[config.mk]
export PLATFORM = sky130hd
export DESIGN_NAME = flexdac_ctrl
export DESIGN_NICKNAME = d
export VERILOG_FILES = /design/src/rtl/flexdac_pkg.sv /design/src/rtl/flexdac_ptr_decode.sv /design/src/rtl/flexdac_lane.sv /design/src/rtl/flexdac_ctrl.sv
export SDC_FILE = /design/constraint.sdc
export NUM_CORES = 1
export LEC_CHECK = 0
export ABC_AREA = 1
export ABC_CLOCK_PERIOD_IN_PS = 2110
export BUFFER_PORTS_ARGS = -buffer_cell sky130_fd_sc_hd__buf_2
export CORE_ASPECT_RATIO = 0.8
export CORE_UTILIZATION = 52
export CTS_BUF_LIST = sky130_fd_sc_hd__clkbuf_4 sky130_fd_sc_hd__clkbuf_8
export DETAILED_ROUTE_END_ITERATION = 6
export HOLD_SLACK_MARGIN = 0.1
export PLACE_DENSITY = 0.86
export REMOVE_ABC_BUFFERS = 1
export SKIP_CTS_REPAIR_TIMING = 1
export SYNTH_ARGS = -nofsm -noshare
export SYNTH_HDL_FRONTEND = slang
export SYNTH_HIERARCHICAL = 1
export SYNTH_SLANG_ARGS = --single-unit
[constraint.sdc]
create_clock -name clk -period 2.11 [get_ports clk]
set_clock_uncertainty 0.1 [all_clocks]
set_input_delay 0.1055 -clock clk [delete_from_list [all_inputs] [get_ports clk]]
set_output_delay 0.1055 -clock clk [all_outputs]
set_load 0.005 [all_outputs]
[src/rtl/flexdac_pkg.sv]
package flexdac_pkg;

   // control pair for one lane, produced by the pointer decoder
   typedef struct packed {
      logic fill;   // drive all-ones
      logic sel;    // drive the data bits
   } lane_ctl_t;

   // clamp a resolution select to the largest supported mode
   function automatic int unsigned clamp_mode(input int unsigned sel_val,
                                              input int unsigned mode_max);
      return (sel_val > mode_max) ? mode_max : sel_val;
   endfunction

endpackage

[src/rtl/flexdac_ptr_decode.sv]
module flexdac_ptr_decode
   import flexdac_pkg::*;
#(
   parameter int NUM_SUB = 16,
   parameter int MODE_W  = 3,
   localparam int PTR_W  = $clog2(NUM_SUB)
) (
   input  logic               clk,
   input  logic               rst_n,
   input  logic [PTR_W-1:0]   ptr_raw,
   input  logic [MODE_W-1:0]  res_sel,
   output lane_ctl_t          ctl [NUM_SUB]
);

   localparam int MODE_MAX = PTR_W;

   logic [MODE_W-1:0] eff_mode;
   logic [PTR_W-1:0]  ptr_mask;
   logic [PTR_W-1:0]  ptr;
   logic [NUM_SUB-1:0] active;
   logic [NUM_SUB-1:0] fill_v;
   logic [NUM_SUB-1:0] sel_v;

   always_comb begin
      eff_mode = MODE_W'(clamp_mode(int'(res_sel), MODE_MAX));
   end

   // keep only the pointer bits that belong to the selected resolution
   generate
      for (genvar k = 0; k < PTR_W; k++) begin : g_mask
         assign ptr_mask[k] = (MODE_W'(k) < eff_mode);
      end
   endgenerate

   assign ptr = ptr_raw & ptr_mask;

   generate
      for (genvar i = 0; i < NUM_SUB; i++) begin : g_lane
         assign active[i]   = ((32'(i) >> eff_mode) == 32'd0);
         assign fill_v[i]   = active[i] && (PTR_W'(i) < ptr);
         assign sel_v[i]    = (PTR_W'(i) == ptr);
         assign ctl[i].fill = fill_v[i];
         assign ctl[i].sel  = sel_v[i];
      end
   endgenerate

   AST_ONE_DATA_LANE: assert property (@(posedge clk) disable iff (!rst_n)
      $countones(sel_v) == 1);
   AST_FILL_CONTIG: assert property (@(posedge clk) disable iff (!rst_n)
      (fill_v & (fill_v + 1'b1)) == '0);
   AST_SEL_IN_ACTIVE: assert property (@(posedge clk) disable iff (!rst_n)
      (sel_v & ~active) == '0);
   AST_FILL_BELOW_SEL: assert property (@(posedge clk) disable iff (!rst_n)
      (fill_v & sel_v) == '0);

endmodule

[src/rtl/flexdac_lane.sv]
module flexdac_lane
   import flexdac_pkg::*;
#(
   parameter int SUB_W = 12
) (
   input  logic             clk,
   input  logic             rst_n,
   input  lane_ctl_t        ctl,
   input  logic [SUB_W-1:0] data,
   output logic [SUB_W-1:0] code_q
);

   logic [SUB_W-1:0] code_d;

   always_comb begin
      if (ctl.sel)       code_d = data;
      else if (ctl.fill) code_d = '1;
      else               code_d = '0;
   end

   always_ff @(posedge clk) begin
      if (!rst_n) code_q <= '0;
      else        code_q <= code_d;
   end

endmodule

[src/rtl/flexdac_ctrl.sv]
module flexdac_ctrl
   import flexdac_pkg::*;
#(
   parameter int SUB_W   = 12,
   parameter int NUM_SUB = 16,
   parameter int MODE_W  = 3
) (
   input  logic                             clk,
   input  logic                             rst_n,
   input  logic [SUB_W+$clog2(NUM_SUB)-1:0] din,
   input  logic [MODE_W-1:0]                res_sel,
   output logic [NUM_SUB*SUB_W-1:0]         lane_codes
);

   localparam int PTR_W = $clog2(NUM_SUB);

   generate
      if (SUB_W < 1) begin : g_bad_width
         $error("SUB_W must be at least 1");
      end
      if (NUM_SUB < 2 || (1 << PTR_W) != NUM_SUB) begin : g_bad_count
         $error("NUM_SUB must be a power of two, at least 2");
      end
      if ((1 << MODE_W) <= PTR_W) begin : g_bad_mode
         $error("MODE_W too narrow for the largest mode");
      end
   endgenerate

   lane_ctl_t ctl [NUM_SUB];

   flexdac_ptr_decode #(
      .NUM_SUB (NUM_SUB),
      .MODE_W  (MODE_W)
   ) i_decode (
      .clk     (clk),
      .rst_n   (rst_n),
      .ptr_raw (din[SUB_W +: PTR_W]),
      .res_sel (res_sel),
      .ctl     (ctl)
   );

   generate
      for (genvar i = 0; i < NUM_SUB; i++) begin : g_lanes
         flexdac_lane #(.SUB_W(SUB_W)) i_lane (
            .clk    (clk),
            .rst_n  (rst_n),
            .ctl    (ctl[i]),
            .data   (din[SUB_W-1:0]),
            .code_q (lane_codes[i*SUB_W +: SUB_W])
         );
      end

      for (genvar i = 1; i < NUM_SUB; i++) begin : g_chk_order
         AST_BELOW_FULL: assert property (@(posedge clk) disable iff (!rst_n)
            (lane_codes[i*SUB_W +: SUB_W] != '0)
               |-> (lane_codes[(i-1)*SUB_W +: SUB_W] == '1));
      end
   endgenerate

   AST_BASE_MODE_DATA: assert property (@(posedge clk) disable iff (!rst_n)
      (res_sel == '0) |=> (lane_codes[SUB_W-1:0] == $past(din[SUB_W-1:0])));
   AST_BASE_MODE_IDLE: assert property (@(posedge clk) disable iff (!rst_n)
      (res_sel == '0) |=> (lane_codes[NUM_SUB*SUB_W-1:SUB_W] == '0));

endmodule

==> impl_metrics.py, run 1 <==
metrics = {
    "yosys": {
        "synthFlopType": "dfxtp_1",
        "ys_warn_count": 6,
        "synth_common_cells": "nand2_1, a21oi_1, dfxtp_1, inv_1, nor2_1",
        "netlist-cell-type-count": 20,
        "avgSynthCellArea_um2": 8.62,
        "synth_area_um2": 6500,
        "ys_ff_latch": 192,
        "async_flop_share_pct": 0,
        "synth-edff-count": 0,
        "ys_seq_area_share_pct": 59.2,
        "syn-instance-count": 754,
        "synth_top_area_cell": "dfxtp_1",
        "yosysMostFrequentCell": "nand2_1",
        "netlist.area_leader.share_pct": 59.2,
        "synth.area.top_cells": "dfxtp_1, a21oi_1, nand2_1",
    },
    "global_routing": {
        "grt_pass1_vias": 4968,
        "grtUsageTotal_pct": 28.0,
        "overflow": 0,
        "grt_pass1_wl_mm": 27.1,
        "antenna_found_initial": 1,
        "grt_max_degree": 17,
    },
    "power_and_ir_drop": {
        "switching_share_pct": 25.1,
        "power.total_w": 0.00706,
        "p_leak_nw": 3.75,
        "ir_drop_uv": 620,
        "internal-power_w": 0.00529,
        "combinationalPowerShare_pct": 10.9,
        "p_sw_w": 0.00177,
        "power_frac_clock_pct": 34.1,
        "cellPowerDensity_nw_per_um2": 877,
        "seqPwrFrac_pct": 55.0,
    },
    "placement": {
        "placed_area_um2": 7530,
        "dp_hpwl_mm": 11.3,
        "gp_congestion": 0.844,
        "io_buffers": 212,
        "placed_cells": 1087,
        "dp_slack_ps": -15.5,
    },
    "detailed_routing": {
        "vias": 5810,
        "ant_nets": 0,
        "wl_mm": 18.3,
        "route.detailed.drc": 0,
        "via_per_inst": 5.14,
        "routedWlPerCell_um": 16.2,
        "drt-pass1-iter-count": 7,
        "drtIter0Drc": 461,
    },
    "finish": {
        "fillers": 999,
        "top_register": "g_lanes.i_lane/code_q",
        "seq_area_um2": 3840,
        "multi_input_area_um2": 2100,
        "syn2layout_area_growth_pct": 23.9,
        "final_nets": 991,
        "layout-drive-gt1-share_pct": 28.6,
        "top_regs": "g_lanes.i_lane/code_q x192",
        "largest_reg_flops": 192,
        "stdcell_area_um2": 8050,
        "final_cell_count_no_fill": 1130,
        "diodes": 0,
    },
    "critical_path": {
        "crit_fanout": 12,
        "crit_arrival_ps": 1930,
        "end_kind": "flop",
        "cp.required_ps": 2320,
        "start_kind": "input pin",
        "crit_type": "input pin to flop",
    },
    "sta": {
        "rsz0062_at_grt": "false",
        "setup_viol": 0,
        "tightest_slew_ps": 523,
        "hold_viol": 0,
        "post-route-period-util_pct": 81.3,
        "slew_headroom_pct": 65.2,
        "fmax_mhz": 583,
        "finalCriticalPeriod_ps": 1720,
        "fin_ws_ps": 394,
        "drv_slew": 0,
    },
    "floorplanning": {
        "fp-row-count": 36,
        "die_area_um2": 12900,
        "core_um2": 12200,
        "die_y_um": 102,
        "die_x_um": 127,
        "io_pins": 213,
        "initial_core_util_pct": 53.4,
    },
    "cts": {
        "cts_root_buf": "clkbuf_8",
        "cts_inserted_buffers": 17,
        "clock_path_buffers": 2,
        "cts.sinks": 192,
        "cts_tree": "built",
        "clkTransAtPathRegs_ps": 80,
        "htree_levels": 4,
    },
    "worst_hold_path": {
        "whs_path_depth": 6,
        "min_path_type": "input pin to flop",
    },
    "status": {
        "outcome": "finished clean",
    },
    "job": {
        "maxCapViolations": 0,
    },
}
-- critical path, stage by stage --
cell	delay (ps)
buf_2	100
inv_1	50
nor2_1	120
inv_1	100
ha_1	190
inv_1	50
nand2_1	180
nor2_4	200
nand2_1	90
nor2_1	210
inv_1	60
nand2_1	320
a21oi_1	130
-- cell type report --
class	instances	area share [%]
clock inverters	8	1.32
inverters	50	2.35
repair buffers	242	16.5
well taps	152	2.36
clock buffers	23	3.70
flip-flops and latches	192	47.7
multi-input cells	463	26.0
-- power by group through the flow --
stage	Combinational, W	Clock (W)	Sequential (W)
detailed placement	0.000740	0	0.00396
finish	0.000769	0.00241	0.00388
floorplan	0.000293	0	0.00399
CTS	0.000744	0.00243	0.00388
global route	0.000846	0.00258	0.00390
global placement	0.000726	0	0.00397
-- cells in the final DEF (no fill, tap or decap), types with 3 or more instances in the layout --
| cell type | n |
|---|---|
| nor2_2 | 4 |
| ha_1 | 4 |
| nor2_4 | 3 |
| buf_4 | 17 |
| nand2_2 | 5 |
| a21oi_1 | 193 |
| buf_2 | 212 |
| dfxtp_1 | 192 |
| inv_1 | 47 |
| clkbuf_4 | 3 |
| clkinv_4 | 3 |
| dlygate4sd3_1 | 12 |
| nor2_1 | 24 |
| clkbuf_8 | 20 |
| nand2_1 | 222 |
-- through the flow --
stage	utilization, %	setup TNS [ps]	hold slack, ps
CTS	65.2	0	-19.5
finish	66.2	0	175
global route	66.2	0	152
detailed placement	61.9	-31.0	379
floorplan	-	0	146
global placement	61.9	0	379
-- final timing paths --
check,from,endpoint,slack [ps]
worst min-delay path,din[13],g_lanes[8].i_lane/code_q[4],180
worst max-delay path,res_sel[0],g_lanes[7].i_lane/code_q[10],390
-- cells by family after synthesis --
logic type	synth area share, %
and+or+nand+nor	15.9
adders and majority gates	0.770
DFF	59.2
buffers and inverters	8.57
AOI/OAI and AO/OA	15.5
other	0.0577
-- routing by layer --
layer  track usage, %  up-vias  share of wire (%)
met5                0        -              0.071
met4             7.88        2                1.2
met3             7.91       25                9.7
met2             44.5      331                 46
met1             37.7     2641                 43
li1                 -     2811                  -
Power figures use the tool's default switching activity.
==> run 2: changes to the inputs <==
ABC_AREA = 0   (was 1)
ABC_CLOCK_PERIOD_IN_PS = 1790   (was 2110)
CORE_UTILIZATION = 54   (was 52)
clock period = 1.79 ns   (was 2.11 ns; I/O delays follow)
==> impl_metrics.py, run 2 <==
metrics = {
    "floorplanning": {
        "fp-row-count": 38,
        "die_x_um": 135,
        "core_um2": 13600,
        "initial_core_util_pct": 55.8,
        "io_pins": 213,
        "die_area_um2": 14600,
        "die_y_um": 108,
    },
    "yosys": {
        "netlist.area_leader.share_pct": 50.5,
        "ys_warn_count": 6,
        "synth_common_cells": "nand2_1, dfxtp_1, a21boi_2, a21boi_0",
        "synth_area_um2": 7610,
        "synth_xor_area_share_pct": 0,
        "ys_seq_area_share_pct": 50.5,
        "syn-instance-count": 710,
        "synthFlopType": "dfxtp_1",
        "ys_ff_latch": 192,
        "avgSynthCellArea_um2": 10.7,
        "synth-compound-area-share_pct": 28.3,
        "async_flop_share_pct": 0,
        "synthMuxAreaShare_pct": 0,
        "synth.area.top_cells": "dfxtp_1, a21boi_2, nand2_1",
        "synth_top_area_cell": "dfxtp_1",
        "synth-edff-count": 0,
        "yosys.area_share.simple_pct": 15.1,
        "netlist-cell-type-count": 34,
        "synth_fa_ha_area_share_pct": 0.658,
        "yosysMostFrequentCell": "nand2_1",
        "synth_top_family_by_area": "compound AO/OA/AOI/OAI gates",
    },
    "sta": {
        "drv_slew": 0,
        "fmax_mhz": 609,
        "post-route-period-util_pct": 91.7,
        "setup_viol": 0,
        "slew_headroom_pct": 63.8,
        "rsz0062_at_grt": "false",
        "fin_setup_tns_ps": 0,
        "finalCriticalPeriod_ps": 1640,
        "hold_viol": 0,
        "fin_ws_ps": 148,
        "tightest_slew_ps": 543,
    },
    "finish": {
        "postLayoutCoreUtil_pct": 68.7,
        "multi_input_area_um2": 3360,
        "syn2layout_area_growth_pct": 23.1,
        "layout-drive-gt1-share_pct": 48.8,
        "final_nets": 962,
        "final_common_cell": "buf_2",
        "final_cell_count_no_fill": 1131,
        "largest_reg_flops": 192,
        "seq_area_um2": 3840,
        "fillers": 1012,
        "top_register": "g_lanes.i_lane/code_q",
        "top_regs": "g_lanes.i_lane/code_q x192",
        "layout_common_cells": "buf_2, nand2_1, dfxtp_1",
    },
    "detailed_routing": {
        "wl_mm": 19.3,
        "routedWlPerCell_um": 17.1,
        "drt-pass1-iter-count": 5,
        "drtIter0Drc": 355,
        "ant_nets": 0,
        "route.detailed.drc": 0,
        "via_per_inst": 5.12,
        "vias": 5790,
    },
    "critical_path": {
        "cpMaxStageDelayCell": "or3_4",
        "path_cells": "buf_2, or2b_1, inv_1, ha_1, nand2b_2, or3_4, nor3_2, buf_4, nand2_1, a21boi_0",
        "crit_type": "input pin to flop",
        "worstSetupStartpoint": "res_sel[1]",
        "crit_cells": 10,
        "critPathTopFamily": "simple AND/OR/NAND/NOR gates",
        "cp-endpoint": "g_lanes[5].i_lane/code_q[10]",
        "cpPeakStageDelay_ps": 360,
        "cp.required_ps": 2060,
        "crit_arrival_ps": 1910,
        "crit_fanout": 12,
        "start_kind": "input pin",
        "end_kind": "flop",
        "cp_num_buf_inv": 3,
    },
    "job": {
        "maxCapViolations": 0,
    },
    "cts": {
        "cts_tree": "built",
        "cts.sinks": 192,
        "cts_inserted_buffers": 17,
        "clkTransAtPathRegs_ps": 90,
        "cts_root_buf": "clkbuf_8",
        "clock_path_buffers": 2,
        "htree_levels": 4,
    },
    "placement": {
        "gp_congestion": 0.834,
        "dp_slack_ps": -276,
        "io_buffers": 212,
        "dp_hpwl_mm": 12.2,
        "placed_cells": 1085,
    },
    "global_routing": {
        "grtUsageTotal_pct": 26.9,
        "grt_max_degree": 116,
        "grt_pass1_vias": 5481,
        "overflow": 0,
        "antenna_found_initial": 0,
        "grt_pass1_wl_mm": 29.4,
    },
    "status": {
        "outcome": "finished clean",
    },
    "power_and_ir_drop": {
        "cellPowerDensity_nw_per_um2": 932,
        "p_leak_nw": 4.01,
        "ir_drop_uv": 744,
        "power.total_w": 0.00873,
    },
    "worst_hold_path": {
        "min_path_type": "input pin to flop",
    },
}
## run 2: logic make-up (layout without fill, tap and decap cells)
| logic type | Yosys count | after routing |
|---|---|---|
| AND/OR/NAND/NOR | 247 | 247 |
| adder cells (fa/ha/maj) | 4 | 4 |
| AO/OA/AOI/OAI | 209 | 209 |
| other | 1 | 2 |
| buffers and inverters | 57 | 297 |
| flip-flops | 192 | 192 |
## run 2: metrics by stage
| step | cell area (um2) | hold slack [ps] |
|---|---|---|
| 6_report | 9370 | 123 |
| 3_5_place_dp | 8800 | 363 |
| 2_1_floorplan | 7220 | 137 |
| 3_3_place_gp | 8800 | 364 |
| 4_1_cts | 9240 | -13.2 |
| 5_1_grt | 9370 | 155 |
## run 2: layer usage
layer	wire length (um)	track usage, %	up-vias	part of all wire (%)
li1	-	-	2791	-
met1	8440	35.1	2707	44
met2	8850	41.9	272	46
met3	1780	9.05	20	9.2
met4	215	8.43	0	1.1
met5	0	0	-	0
## run 2: worst min-delay path, stage by stage
cell,delay [ps]
buf_2,120
nor2_1,100
nor2_1,70
nand2b_4,180
a21boi_2,70
## run 2: cell type report
class | count | share of cell area (%)
Multi-Input combinational cell | 461 | 35.9
Sequential cell | 192 | 41.0
Clock inverter | 11 | 1.59
Timing Repair Buffer | 260 | 15.8
Inverter | 5 | 0.200
Tap cell | 180 | 2.40
Clock buffer | 21 | 3.08
Antenna cell | 1 | 0.0267
## run 2: worst min-delay path by stage
| stage | start | endpoint | slack (ps) | cells after the start |
|---|---|---|---|---|
| 5_1_grt | din[13] | g_lanes[5].i_lane/code_q[2] | 160 | 5 |
| 4_1_cts | din[9] | g_lanes[6].i_lane/code_q[9] | -10 | 3 |
| 6_report | din[15] | g_lanes[3].i_lane/code_q[7] | 120 | 5 |
| 3_5_place_dp | g_lanes[3].i_lane/code_q[8] | lane_codes[44] | 360 | 1 |
| 3_3_place_gp | g_lanes[9].i_lane/code_q[10] | lane_codes[118] | 360 | 1 |
| 2_1_floorplan | din[10] | g_lanes[0].i_lane/code_q[10] | 140 | 2 |
## run 2: report_power, final
part	internal, W	total, W	switching (W)
combinational	0.000487	0.00110	0.000610
clock	0.00155	0.00306	0.00151
sequential	0.00450	0.00457	0.0000718
==> run 3: changes to the inputs <==
CELL_PAD_IN_SITES_DETAIL_PLACEMENT = 1   (was unset)
CELL_PAD_IN_SITES_GLOBAL_PLACEMENT = 2   (was unset)
CORE_UTILIZATION = 33   (was 54)
PLACE_DENSITY = 0.85   (was 0.86)
==> impl_metrics.py, run 3 (synthesized netlist as in run 2, its figures left out) <==
metrics = {
    "status": {
        "outcome": "finished clean",
    },
    "sta": {
        "drv_slew": 0,
        "post-route-period-util_pct": 91.1,
        "hold_viol": 0,
        "tightest_slew_ps": 584,
        "finalCriticalPeriod_ps": 1630,
        "rsz0062_at_grt": "false",
        "slew_headroom_pct": 61.1,
        "fmax_mhz": 613,
        "setup_viol": 0,
    },
    "detailed_routing": {
        "drtIter0Drc": 304,
        "drt-pass1-iter-count": 4,
        "routedWlPerCell_um": 17.7,
        "route.detailed.drc": 0,
        "wl_mm": 22.4,
        "vias": 5752,
        "ant_nets": 0,
        "via_per_inst": 4.55,
    },
    "worst_hold_path": {
        "whs_path_depth": 5,
        "hp-start": "din[15]",
        "min_to": "g_lanes[3].i_lane/code_q[8]",
        "min_path_type": "input pin to flop",
    },
    "placement": {
        "io_buffers": 212,
        "gp_congestion": 0.750,
        "dp_hpwl_mm": 14.4,
        "placed_cells": 1219,
        "placed_area_um2": 9040,
    },
    "global_routing": {
        "grt_pass1_wl_mm": 33.2,
        "grtUsageTotal_pct": 19.0,
        "grt_max_degree": 104,
        "overflow": 0,
        "grt_pass1_vias": 5666,
        "antenna_found_initial": 0,
    },
    "critical_path": {
        "crit_fanout": 12,
        "cpMaxStageDelayCell": "nor3b_1",
        "cp.required_ps": 2080,
        "crit_arrival_ps": 1920,
        "crit_type": "input pin to flop",
        "critPathTopFamily": "simple AND/OR/NAND/NOR gates",
        "path_cells": "buf_2, or2b_1, buf_4, ha_1, nor3b_1, nand3_1, o21ai_0, buf_4, nand2b_4, a21boi_0",
        "cp_num_buf_inv": 3,
        "end_kind": "flop",
        "cp_common_cell": "buf_4",
        "start_kind": "input pin",
        "cpPeakStageDelay_ps": 350,
    },
    "finish": {
        "diodes": 0,
        "seq_area_um2": 3840,
        "largest_reg_flops": 192,
        "fillers": 2606,
        "syn2layout_area_growth_pct": 25.7,
        "top_regs": "g_lanes.i_lane/code_q x192",
        "final_cell_count_no_fill": 1264,
        "layout_common_cells": "buf_2, nand2_1, dfxtp_1",
        "stdcell_area_um2": 9570,
        "multi_input_area_um2": 3360,
        "final_nets": 970,
        "layout-drive-gt1-share_pct": 49.3,
        "final_common_cell": "buf_2",
        "top_register": "g_lanes.i_lane/code_q",
    },
    "floorplanning": {
        "initial_core_util_pct": 33.7,
        "die_x_um": 172,
        "fp-row-count": 49,
        "core_um2": 22600,
        "io_pins": 213,
        "die_y_um": 138,
        "die_area_um2": 23700,
    },
    "cts": {
        "clock_path_buffers": 2,
        "cts_inserted_buffers": 17,
        "htree_levels": 4,
        "clkTransAtPathRegs_ps": 100,
        "cts.sinks": 192,
        "cts_root_buf": "clkbuf_8",
        "cts_tree": "built",
    },
    "job": {
        "maxCapViolations": 0,
    },
    "power_and_ir_drop": {
        "cellPowerDensity_nw_per_um2": 894,
        "power_frac_clock_pct": 33.2,
        "p_leak_nw": 4.02,
        "switching_share_pct": 27.8,
        "internal-power_w": 0.00617,
        "p_sw_w": 0.00238,
        "ir_drop_uv": 501,
        "seqPwrFrac_pct": 53.5,
        "combinationalPowerShare_pct": 13.4,
        "power.total_w": 0.00855,
    },
}
==> run 3: tightest hold or removal path, delay by kind of cell <==
family,cells,cell delay [ps]
AND/OR/NAND/NOR,3,370
buffers and inverters,1,120
AO/OA/AOI/OAI,1,70
==> run 3: per-layer routing <==
layer,vias to the layer above,routed length [um],track usage [%]
li1,2798,-,-
met1,2762,10300,25.1
met2,175,10000,29.3
met3,17,1860,6.32
met4,0,238,5.26
met5,-,0,0
==> run 3: how the worst max path moves through the flow <==
stage | endpoint | slack [ps] | cells after the start | from
floorplan | g_lanes[13].i_lane/code_q[10] | -660 | 8 | res_sel[1]
global placement | g_lanes[4].i_lane/code_q[10] | -260 | 10 | res_sel[2]
detailed placement | g_lanes[4].i_lane/code_q[11] | -300 | 10 | res_sel[2]
CTS | g_lanes[4].i_lane/code_q[11] | 190 | 10 | res_sel[2]
global route | g_lanes[4].i_lane/code_q[10] | 40 | 10 | res_sel[2]
finish | g_lanes[4].i_lane/code_q[10] | 160 | 10 | res_sel[2]
==> run 3: stage by stage <==
stage,setup TNS (ps),setup slack [ps],hold slack (ps),utilization [%]
floorplan,-50880,-660,137,-
global placement,-29480,-259,367,40.1
detailed placement,-33370,-299,365,40.1
CTS,0,188,-26.4,41.8
global route,0,42.0,118,42.4
finish,0,159,124,42.4
==> run 3: power by group through the flow <==
stage | logic (W) | clock network [W] | registers, W
after global placement | 0.00111 | 0 | 0.00468
after CTS | 0.00114 | 0.00295 | 0.00458
after global routing | 0.00126 | 0.00314 | 0.00460
after floorplan | 0.000482 | 0 | 0.00469
final | 0.00114 | 0.00284 | 0.00457
after detailed placement | 0.00113 | 0 | 0.00468
==> run 3: area by class of cell <==
cell class                 instances  share of cell area (%)
inverter                           5                   0.196
sequential                       192                    40.2
tap                              306                    4.00
clock inverter                    14                    1.58
clock buffer                      18                    2.52
timing repair buffer             268                    16.4
multi-input combinational        461                    35.1
